### config.mk
export PLATFORM = sky130hd
export DESIGN_NAME = f2i_convert
export DESIGN_NICKNAME = d
export VERILOG_FILES = /design/src/rtl/f2i_pkg.sv /design/src/rtl/f2i_unpack.sv /design/src/rtl/f2i_round.sv /design/src/rtl/f2i_saturate.sv /design/src/rtl/f2i_convert.sv
export SDC_FILE = /design/constraint.sdc
export NUM_CORES = 1
export LEC_CHECK = 0
export ABC_CLOCK_PERIOD_IN_PS = 1100
export BUFFER_PORTS_ARGS = -buffer_cell sky130_fd_sc_hd__buf_2
export CORE_ASPECT_RATIO = 1.4
export CORE_UTILIZATION = 45
export DETAILED_ROUTE_END_ITERATION = 10
export SYNTH_ARGS = -nofsm -noshare
export SYNTH_HDL_FRONTEND = slang
export SYNTH_HIERARCHICAL = 1
export SYNTH_SLANG_ARGS = --single-unit
### constraint.sdc
create_clock -name clk -period 1.1 [get_ports clk]
set_input_delay 0.11 -clock clk [delete_from_list [all_inputs] [get_ports clk]]
set_output_delay 0.11 -clock clk [all_outputs]
set_load 0.05 [all_outputs]
### src/rtl/f2i_pkg.sv
package f2i_pkg;
    localparam int OPW  = 64;
    localparam int RESW = 32;
    localparam int SIGW = 53;
    localparam int EXPW = 13;
    localparam int IW   = RESW + 2;
    localparam int MAGW = IW + 1;
    localparam int SHW  = SIGW + IW + 1;
    localparam int AMTW = $clog2(IW + 1);

    localparam logic [1:0] SZ_BAD    = 2'b00;
    localparam logic [1:0] SZ_HALF   = 2'b01;
    localparam logic [1:0] SZ_SINGLE = 2'b10;
    localparam logic [1:0] SZ_DOUBLE = 2'b11;

    typedef enum logic [2:0] {
        RM_NEAR_EVEN = 3'd0,
        RM_UP        = 3'd1,
        RM_DOWN      = 3'd2,
        RM_ZERO      = 3'd3,
        RM_NEAR_AWAY = 3'd4,
        RM_ODD       = 3'd5
    } rmode_e;
endpackage

### src/rtl/f2i_unpack.sv
module f2i_unpack
    import f2i_pkg::*;
(
    input  logic [OPW-1:0]         operand,
    input  logic [1:0]             size_code,
    output logic                   sign,
    output logic                   is_nan,
    output logic                   is_inf,
    output logic                   undef,
    output logic signed [EXPW-1:0] exp_unb,
    output logic [SIGW-1:0]        sig
);
    logic [10:0]     e_raw;
    logic [10:0]     bias;
    logic [SIGW-2:0] frac;
    logic            all_ones;
    logic            zero_exp;

    always_comb begin
        sign     = 1'b0;
        e_raw    = '0;
        bias     = '0;
        frac     = '0;
        all_ones = 1'b0;
        undef    = 1'b0;
        unique case (size_code)
            SZ_HALF: begin
                sign     = operand[15];
                e_raw    = {6'd0, operand[14:10]};
                frac     = {operand[9:0], 42'd0};
                all_ones = &operand[14:10];
                bias     = 11'd15;
            end
            SZ_SINGLE: begin
                sign     = operand[31];
                e_raw    = {3'd0, operand[30:23]};
                frac     = {operand[22:0], 29'd0};
                all_ones = &operand[30:23];
                bias     = 11'd127;
            end
            SZ_DOUBLE: begin
                sign     = operand[63];
                e_raw    = operand[62:52];
                frac     = operand[51:0];
                all_ones = &operand[62:52];
                bias     = 11'd1023;
            end
            default: undef = 1'b1;
        endcase
        zero_exp = (e_raw == '0);
        is_nan   = all_ones & (|frac);
        is_inf   = all_ones & ~(|frac);
        sig      = {~zero_exp & ~undef, frac};
        exp_unb  = $signed({2'b00, (zero_exp ? 11'd1 : e_raw)}) - $signed({2'b00, bias});
    end
endmodule

### src/rtl/f2i_round.sv
module f2i_round
    import f2i_pkg::*;
(
    input  logic                   sign,
    input  logic signed [EXPW-1:0] exp_unb,
    input  logic [SIGW-1:0]        sig,
    input  rmode_e                 mode,
    output logic [MAGW-1:0]        mag,
    output logic                   big,
    output logic                   lost,
    output logic                   inc
);
    logic [AMTW-1:0] amount;
    logic [SHW-1:0]  shifted;
    logic [IW-1:0]   int_part;
    logic            guard;
    logic            sticky;

    always_comb begin
        if (exp_unb < -13'sd1)
            amount = '0;
        else if (exp_unb > 13'sd32)
            amount = AMTW'(IW);
        else
            amount = AMTW'(exp_unb + 13'sd2);
        shifted  = {{(SHW-SIGW){1'b0}}, sig} << amount;
        int_part = shifted[SHW-1:SIGW+1];
        guard    = shifted[SIGW];
        sticky   = |shifted[SIGW-1:0];
        big      = exp_unb > 13'sd31;
        lost     = guard | sticky;
        unique case (mode)
            RM_NEAR_EVEN: inc = guard & (sticky | int_part[0]);
            RM_UP:        inc = ~sign & lost;
            RM_DOWN:      inc = sign & lost;
            RM_NEAR_AWAY: inc = guard;
            RM_ODD:       inc = lost & ~int_part[0];
            default:      inc = 1'b0;
        endcase
        mag = {1'b0, int_part} + MAGW'(inc);
    end
endmodule

### src/rtl/f2i_saturate.sv
module f2i_saturate
    import f2i_pkg::*;
(
    input  logic            sign,
    input  logic            is_nan,
    input  logic            is_inf,
    input  logic            undef,
    input  logic            big,
    input  logic            lost,
    input  logic            is_signed,
    input  logic [MAGW-1:0] mag,
    output logic [RESW-1:0] res,
    output logic            inv,
    output logic            inx
);
    localparam logic [MAGW-1:0] S_MAX = MAGW'({1'b0, {(RESW-1){1'b1}}});
    localparam logic [MAGW-1:0] S_NEG = MAGW'({1'b1, {(RESW-1){1'b0}}});
    localparam logic [MAGW-1:0] U_MAX = MAGW'({RESW{1'b1}});

    logic huge;

    always_comb begin
        res  = '0;
        inv  = 1'b0;
        huge = is_inf | big;
        if (undef) begin
            inv = 1'b0;
        end else if (is_nan) begin
            inv = 1'b1;
        end else if (is_signed) begin
            if (!sign) begin
                if (huge || mag > S_MAX) begin
                    res = S_MAX[RESW-1:0];
                    inv = 1'b1;
                end else begin
                    res = mag[RESW-1:0];
                end
            end else begin
                if (huge || mag > S_NEG) begin
                    res = S_NEG[RESW-1:0];
                    inv = 1'b1;
                end else begin
                    res = '0 - mag[RESW-1:0];
                end
            end
        end else begin
            if (sign) begin
                inv = huge || (mag != '0);
            end else if (huge || mag > U_MAX) begin
                res = U_MAX[RESW-1:0];
                inv = 1'b1;
            end else begin
                res = mag[RESW-1:0];
            end
        end
        inx = ~undef & ~is_nan & ~inv & lost;
    end
endmodule

### src/rtl/f2i_convert.sv
module f2i_convert
    import f2i_pkg::*;
(
    input  logic            clk,
    input  logic            rst_n,
    input  logic [63:0]     operand,
    input  logic [1:0]      size_code,
    input  logic            is_signed,
    input  logic            trunc_ovr,
    input  logic [2:0]      rnd_mode,
    output logic [31:0]     result,
    output logic            invalid,
    output logic            inexact,
    output logic            undef
);
    logic                   sign, is_nan, is_inf, bad_size;
    logic signed [EXPW-1:0] exp_unb;
    logic [SIGW-1:0]        sig;
    logic [MAGW-1:0]        mag;
    logic                   big, lost, inc;
    logic [RESW-1:0]        res_d;
    logic                   inv_d, inx_d;
    rmode_e                 eff_mode;
    logic                   armed;

    always_comb begin
        if (trunc_ovr)
            eff_mode = RM_ZERO;
        else if (rnd_mode > 3'd5)
            eff_mode = RM_NEAR_EVEN;
        else
            eff_mode = rmode_e'(rnd_mode);
    end

    f2i_unpack u_unpack (
        .operand   (operand),
        .size_code (size_code),
        .sign      (sign),
        .is_nan    (is_nan),
        .is_inf    (is_inf),
        .undef     (bad_size),
        .exp_unb   (exp_unb),
        .sig       (sig)
    );

    f2i_round u_round (
        .sign    (sign),
        .exp_unb (exp_unb),
        .sig     (sig),
        .mode    (eff_mode),
        .mag     (mag),
        .big     (big),
        .lost    (lost),
        .inc     (inc)
    );

    f2i_saturate u_sat (
        .sign      (sign),
        .is_nan    (is_nan),
        .is_inf    (is_inf),
        .undef     (bad_size),
        .big       (big),
        .lost      (lost),
        .is_signed (is_signed),
        .mag       (mag),
        .res       (res_d),
        .inv       (inv_d),
        .inx       (inx_d)
    );

    always_ff @(posedge clk or negedge rst_n) begin
        if (!rst_n) begin
            result  <= '0;
            invalid <= 1'b0;
            inexact <= 1'b0;
            undef   <= 1'b0;
            armed   <= 1'b0;
        end else begin
            result  <= res_d;
            invalid <= inv_d;
            inexact <= inx_d;
            undef   <= bad_size;
            armed   <= 1'b1;
        end
    end


    undef_quiet_chk: assert property (@(posedge clk) disable iff (!rst_n)
        undef |-> (result == '0 && !invalid && !inexact));


    undef_decode_chk: assert property (@(posedge clk) disable iff (!rst_n)
        armed |-> (undef == ($past(size_code) == SZ_BAD)));


    flag_excl_chk: assert property (@(posedge clk) disable iff (!rst_n)
        !(invalid && inexact));


    sat_signed_chk: assert property (@(posedge clk) disable iff (!rst_n)
        (armed && invalid && $past(is_signed)) |->
        (result == 32'h7FFFFFFF || result == 32'h80000000 || result == 32'h0));


    sat_unsigned_chk: assert property (@(posedge clk) disable iff (!rst_n)
        (armed && invalid && !$past(is_signed)) |->
        (result == 32'hFFFFFFFF || result == 32'h0));


    round_inc_chk: assert property (@(posedge clk) disable iff (!rst_n)
        inc |-> lost);
endmodule

==> impl_metrics.xml, run 1 <==
<?xml version="1.0" encoding="UTF-8"?>
<metrics>
  <group name="placed_design">
    <metric name="dpl.cell_count" unit="">2666</metric>
    <metric name="io_buffer_count" unit="">107</metric>
    <metric name="global_placement_routability_congestion" unit="">1.17</metric>
    <metric name="dp.final_hpwl" unit="mm">55.4</metric>
  </group>
  <group name="die">
    <metric name="std_cell_rows" unit="">66</metric>
    <metric name="die_width" unit="um">132</metric>
    <metric name="die-height" unit="um">184</metric>
    <metric name="initial_core_util" unit="%">45.9</metric>
    <metric name="ios" unit="">108</metric>
  </group>
  <group name="synth">
    <metric name="post-synth-top-area-fraction" unit="%">8.23</metric>
    <metric name="synth.yosys.seq_area_share" unit="%">8.23</metric>
    <metric name="synth_top_cells_by_area" unit="">dfrtp_1, nand3_1, nand2_1</metric>
    <metric name="asyncSetResetFlopFracSynth" unit="%">100</metric>
    <metric name="synth_cell_area" unit="sq um">10600</metric>
    <metric name="yosys.area.top_type" unit="">dfrtp_1</metric>
    <metric name="post_synth.cell_area_avg" unit="sq um">6.53</metric>
    <metric name="synthesis.instances" unit="">1629</metric>
    <metric name="synth-edff-count" unit="">0</metric>
    <metric name="most_common_cell_in_the_netlist" unit="">nand3_1</metric>
    <metric name="postSynthRegisterBits" unit="">35</metric>
    <metric name="post_synth_most_frequent_cells" unit="">nand3_1, nand2_1, nor2_1, o21ai_0, a21oi_1</metric>
    <metric name="ys_warn_count" unit="">6</metric>
    <metric name="synth-main-ff-cell" unit="">dfrtp_1</metric>
    <metric name="post_synth_num_cell_types" unit="">107</metric>
    <metric name="synth_fp_nets" unit="">1718</metric>
  </group>
  <group name="clocking">
    <metric name="numCtsBuffers" unit="">5</metric>
    <metric name="cts-root-to-sink-buffers" unit="">2</metric>
    <metric name="cts.sink_count" unit="">35</metric>
    <metric name="cts_root_buffer" unit="">clkbuf_16</metric>
    <metric name="clock_tree.htree_level_count" unit="">2</metric>
  </group>
  <group name="global_route">
    <metric name="grt_max_degree" unit="">54</metric>
    <metric name="first_global_vias" unit="">21600</metric>
    <metric name="track_usage" unit="%">76.8</metric>
    <metric name="grt.overflow.total" unit="">376</metric>
    <metric name="grt_pass1_wl" unit="mm">144</metric>
  </group>
  <group name="run_status">
    <metric name="stop_stage" unit="">global routing</metric>
    <metric name="outcome" unit="">stopped before the end</metric>
    <metric name="firstError" unit="">[ERROR GRT-0116] Global routing finished with congestion. Check the congestion regions in the DRC Viewer.</metric>
  </group>
</metrics>
-- what timing repair did --
item	4_1_cts
pin swaps	98
setup endpoints to repair	34
setup buffers	79
gates cloned	11
hold buffers	1
hold endpoints to repair	35
gates resized for setup	262
-- cells by family after synthesis --
family                     after synthesis  synth area share (%)
AOI/OAI and AO/OA                      535                  32.9
and+or+nand+nor                        765                  37.2
buffers and inverters                  146                  6.78
xor gates and xnor gates                38                  3.13
adders and majority gates               16                  1.95
DFF                                     35                  8.23
muxes                                   94                  9.81
-- metrics by stage --
stage	utilization (%)	instance area, sq um	TNS [ns]	hold slack [ns]	worst slack, ns
after floorplan	-	11000	-251.57	-0.186	-7.71
after global placement	73.5	17100	-270.18	0.155	-8.23
after detailed placement	73.5	17100	-277.89	0.171	-8.39
after CTS	82.8	19200	-248.36	0.402	-7.53
-- routing by layer --
| metal | overflow | global-route usage, % |
|---|---|---|
| met2 | 247 | 101 |
| met1 | 5 | 72.5 |
| met5 | 0 | 12.8 |
| met4 | 121 | 82.2 |
| met3 | 3 | 58.2 |
==> run 2: changes to the inputs <==
--- a/config.mk
+++ b/config.mk
@@ -7,9 +7,9 @@
 export LEC_CHECK = 0
 export ABC_CLOCK_PERIOD_IN_PS = 1100
 export BUFFER_PORTS_ARGS = -buffer_cell sky130_fd_sc_hd__buf_2
-export CORE_ASPECT_RATIO = 1.4
-export CORE_UTILIZATION = 45
+export CORE_UTILIZATION = 30
 export DETAILED_ROUTE_END_ITERATION = 10
+export PLACE_DENSITY_LB_ADDON = 0.15
 export SYNTH_ARGS = -nofsm -noshare
 export SYNTH_HDL_FRONTEND = slang
 export SYNTH_HIERARCHICAL = 1
==> impl_metrics.xml, run 2 <==
<?xml version="1.0" encoding="UTF-8"?>
<metrics>
  <group name="timing">
    <metric name="fin_crit_sh" unit="%">778</metric>
    <metric name="fin_ws" unit="ns">-7.46</metric>
    <metric name="fmaxAchievable" unit="MHz">117</metric>
    <metric name="max_slew.worst_pin.slew" unit="ns">0.791</metric>
    <metric name="max-slew-margin-rel" unit="%">46.8</metric>
    <metric name="final_hold_viol_count" unit="">0</metric>
    <metric name="slew_viol_final" unit="">0</metric>
    <metric name="final-setup-viol-count" unit="">34</metric>
    <metric name="unrepaired_setup_endpoints_after_global_routing" unit="">yes</metric>
    <metric name="final_period_minus_worst_setup_slack" unit="ns">8.56</metric>
  </group>
  <group name="clocking">
    <metric name="cts-root-to-sink-buffers" unit="">2</metric>
    <metric name="clock_tree_from_tritoncts" unit="">yes</metric>
    <metric name="cts_root_buffer" unit="">clkbuf_16</metric>
    <metric name="cts.reportedPaths.clkPinSlew" unit="ns">0.05</metric>
    <metric name="clock_tree.htree_level_count" unit="">2</metric>
    <metric name="cts.sink_count" unit="">35</metric>
    <metric name="numCtsBuffers" unit="">5</metric>
  </group>
  <group name="synth">
    <metric name="synth_top_cells_by_area" unit="">dfrtp_1, nand3_1, nand2_1</metric>
    <metric name="ys_warn_count" unit="">6</metric>
    <metric name="most_common_cell_in_the_netlist" unit="">nand3_1</metric>
    <metric name="post_synth_num_cell_types" unit="">107</metric>
    <metric name="synth.yosys.seq_area_share" unit="%">8.23</metric>
    <metric name="synth-main-ff-cell" unit="">dfrtp_1</metric>
    <metric name="synth_fp_nets" unit="">1718</metric>
    <metric name="synthesis.instances" unit="">1629</metric>
    <metric name="yosys.area.top_type" unit="">dfrtp_1</metric>
    <metric name="synth-edff-count" unit="">0</metric>
    <metric name="post_synth.cell_area_avg" unit="sq um">6.53</metric>
    <metric name="synth_cell_area" unit="sq um">10600</metric>
    <metric name="post_synth_most_frequent_cells" unit="">nand3_1, nand2_1, nor2_1, o21ai_0, a21oi_1</metric>
    <metric name="asyncSetResetFlopFracSynth" unit="%">100</metric>
    <metric name="post-synth-top-area-fraction" unit="%">8.23</metric>
    <metric name="postSynthRegisterBits" unit="">35</metric>
  </group>
  <group name="routing">
    <metric name="drt_iter0_drc" unit="">2060</metric>
    <metric name="first_pass_iters" unit="">8</metric>
    <metric name="drt-vias-per-instance" unit="">6.07</metric>
    <metric name="wl_per_cell" unit="um">25.6</metric>
    <metric name="final_antenna_net_count" unit="">0</metric>
    <metric name="routed_wirelength" unit="mm">74.3</metric>
    <metric name="dr_total_vias" unit="">17600</metric>
    <metric name="remaining_drc_errors" unit="">0</metric>
  </group>
  <group name="global_route">
    <metric name="grt.overflow.total" unit="">0</metric>
    <metric name="grt_max_degree" unit="">60</metric>
    <metric name="track_usage" unit="%">39.9</metric>
    <metric name="grt_antenna_before_repair" unit="">0</metric>
    <metric name="first_global_vias" unit="">17200</metric>
    <metric name="grt_pass1_wl" unit="mm">109</metric>
  </group>
  <group name="die">
    <metric name="die_width" unit="um">190</metric>
    <metric name="std_cell_rows" unit="">68</metric>
    <metric name="die_area" unit="sq um">36200</metric>
    <metric name="fp.coreArea" unit="sq um">34700</metric>
    <metric name="ios" unit="">108</metric>
    <metric name="initial_core_util" unit="%">30.7</metric>
    <metric name="die-height" unit="um">190</metric>
  </group>
  <group name="pwr">
    <metric name="combPwrFrac" unit="%">84.3</metric>
    <metric name="netSwitchingPower" unit="mW">9.71</metric>
    <metric name="pwr-share-seq" unit="%">8.6</metric>
    <metric name="power_switching_share" unit="%">50.8</metric>
    <metric name="vdd_drop_max" unit="uV">1350</metric>
    <metric name="leak" unit="nW">8.99</metric>
    <metric name="p_int" unit="mW">9.38</metric>
    <metric name="pwr_density_cell" unit="nW/um^2">976</metric>
    <metric name="power_frac_clock" unit="%">7.1</metric>
    <metric name="power" unit="mW">19.1</metric>
  </group>
  <group name="cells_and_area">
    <metric name="registers.top_by_ff_count" unit="">result</metric>
    <metric name="syn_to_final_growth" unit="%">83.7</metric>
    <metric name="n_antenna_cell" unit="">0</metric>
    <metric name="largest_register_ff_count" unit="">32</metric>
    <metric name="layout.cells.most_common_list" unit="">buf_4, nand3_1, nand2_1</metric>
    <metric name="most_common_cell_after_layout_fill_and_taps_aside" unit="">buf_4</metric>
    <metric name="final_core_util" unit="%">56.3</metric>
    <metric name="design.final.nets" unit="">2537</metric>
    <metric name="layout-drive-gt1-share" unit="%">50.6</metric>
  </group>
  <group name="run_status">
    <metric name="outcome" unit="">finished with violations</metric>
    <metric name="violated_checks" unit="">negative setup slack</metric>
  </group>
  <group name="critical_path">
    <metric name="required" unit="ns">1.30</metric>
    <metric name="start_kind" unit="">input pin</metric>
    <metric name="cp_max_fo" unit="">8</metric>
    <metric name="worst_path_largest_cell_delay" unit="ns">0.57</metric>
    <metric name="arrival" unit="ns">8.76</metric>
    <metric name="standard_cell_with_the_maximum_stage_delay_on_the_critical_path" unit="">or4_4</metric>
    <metric name="end_kind" unit="">register</metric>
    <metric name="worst_setup_path_category" unit="">input pin to register</metric>
  </group>
  <group name="placed_design">
    <metric name="dp.final_hpwl" unit="mm">61.0</metric>
    <metric name="global_placement_routability_congestion" unit="">1.05</metric>
    <metric name="io_buffer_count" unit="">107</metric>
  </group>
  <group name="job">
    <metric name="cap_violations" unit="">0</metric>
  </group>
  <group name="hold_path">
    <metric name="min-delay-path-class" unit="">input pin to register</metric>
  </group>
</metrics>
run 2: cell counts after synthesis:
Identical to the previous run, type by type.
run 2: timing repair:
action                     4_1_cts  5_1_grt
setup buffers                   57       17
hold buffers                     1        0
pin swaps                       73       38
cloned                           6        1
setup endpoints to repair       34       34
hold endpoints to repair        35        0
resized for setup              257       93
run 2: metal layers:
metal / track usage (%) / wire (um) / part of all wire (%)
met5: 0 / 0 / 0
met2: 65.3 / 33600 / 45
met3: 4.93 / 5790 / 7.8
met4: 20.6 / 4550 / 6.1
met1: 50.9 / 30400 / 41
run 2: path summary, 6_finish.rpt:
path,slack (ns),endpoint,start,cells after the start
worst min-delay path,0.31,undef,size_code[1],4
min in group asynchronous,0.40,inexact,rst_n,3
max in group asynchronous,0.39,result[25],rst_n,3
worst max-delay path,-7.46,result[12],size_code[1],47
run 2: layout make-up:
cell class | count | area (sq um)
clock buffer | 6 | 129
clock inverter | 2 | 12.5
fill | 3395 | 15200
inverter | 20 | 75.1
multi-input combinational | 1449 | 10600
sequential | 35 | 876
tap | 455 | 569
timing repair buffer | 937 | 7320
run 2: power groups by stage:
stage / clock [mW] / combinational (mW) / sequential (mW)
after floorplan: 0 / 5.50 / 2.69
after global placement: 0 / 13.6 / 1.67
after detailed placement: 0 / 13.6 / 1.67
after CTS: 1.38 / 15.1 / 1.65
after global routing: 1.44 / 16.7 / 1.68
final: 1.35 / 16.1 / 1.65
run 2: cells by family (layout without fill, tap and decap cells):
group                    Yosys count  in the layout  share of synthesized area, %
multiplexers                      94             94                          9.81
flip-flops                        35             35                          8.23
XOR/XNOR                          38             38                          3.13
adder cells (fa/ha/maj)           16             16                          1.95
AND/OR/NAND/NOR                  765            766                          37.2
buffers and inverters            146            965                          6.78
AO/OA/AOI/OAI                    535            535                          32.9
run 2: through the flow:
step / TNS [ns] / instance area (sq um) / hold WS (ns) / setup WS, ns / instances
after floorplan: -251.57 / 11000 / -0.186 / -7.71 / 1629
after global placement: -274.19 / 17200 / 0.157 / -8.22 / 2819
after detailed placement: -280.12 / 17200 / 0.168 / -8.45 / 2819
after CTS: -243.78 / 19000 / 0.304 / -7.34 / 2888
after global routing: -264.26 / 19600 / 0.320 / -7.95 / 2904
final: -248.95 / 19600 / 0.306 / -7.46 / 2904
run 2: worst max-delay path: cells and delay by family:
family	cells	cell delay [ns]
muxes	4	0.73
buffers and inverters	9	1.32
AOI/OAI and AO/OA	16	2.81
adders and majority gates	3	0.74
xor gates and xnor gates	2	0.43
and+or+nand+nor	13	2.59
(Power assumes the default switching activity.)
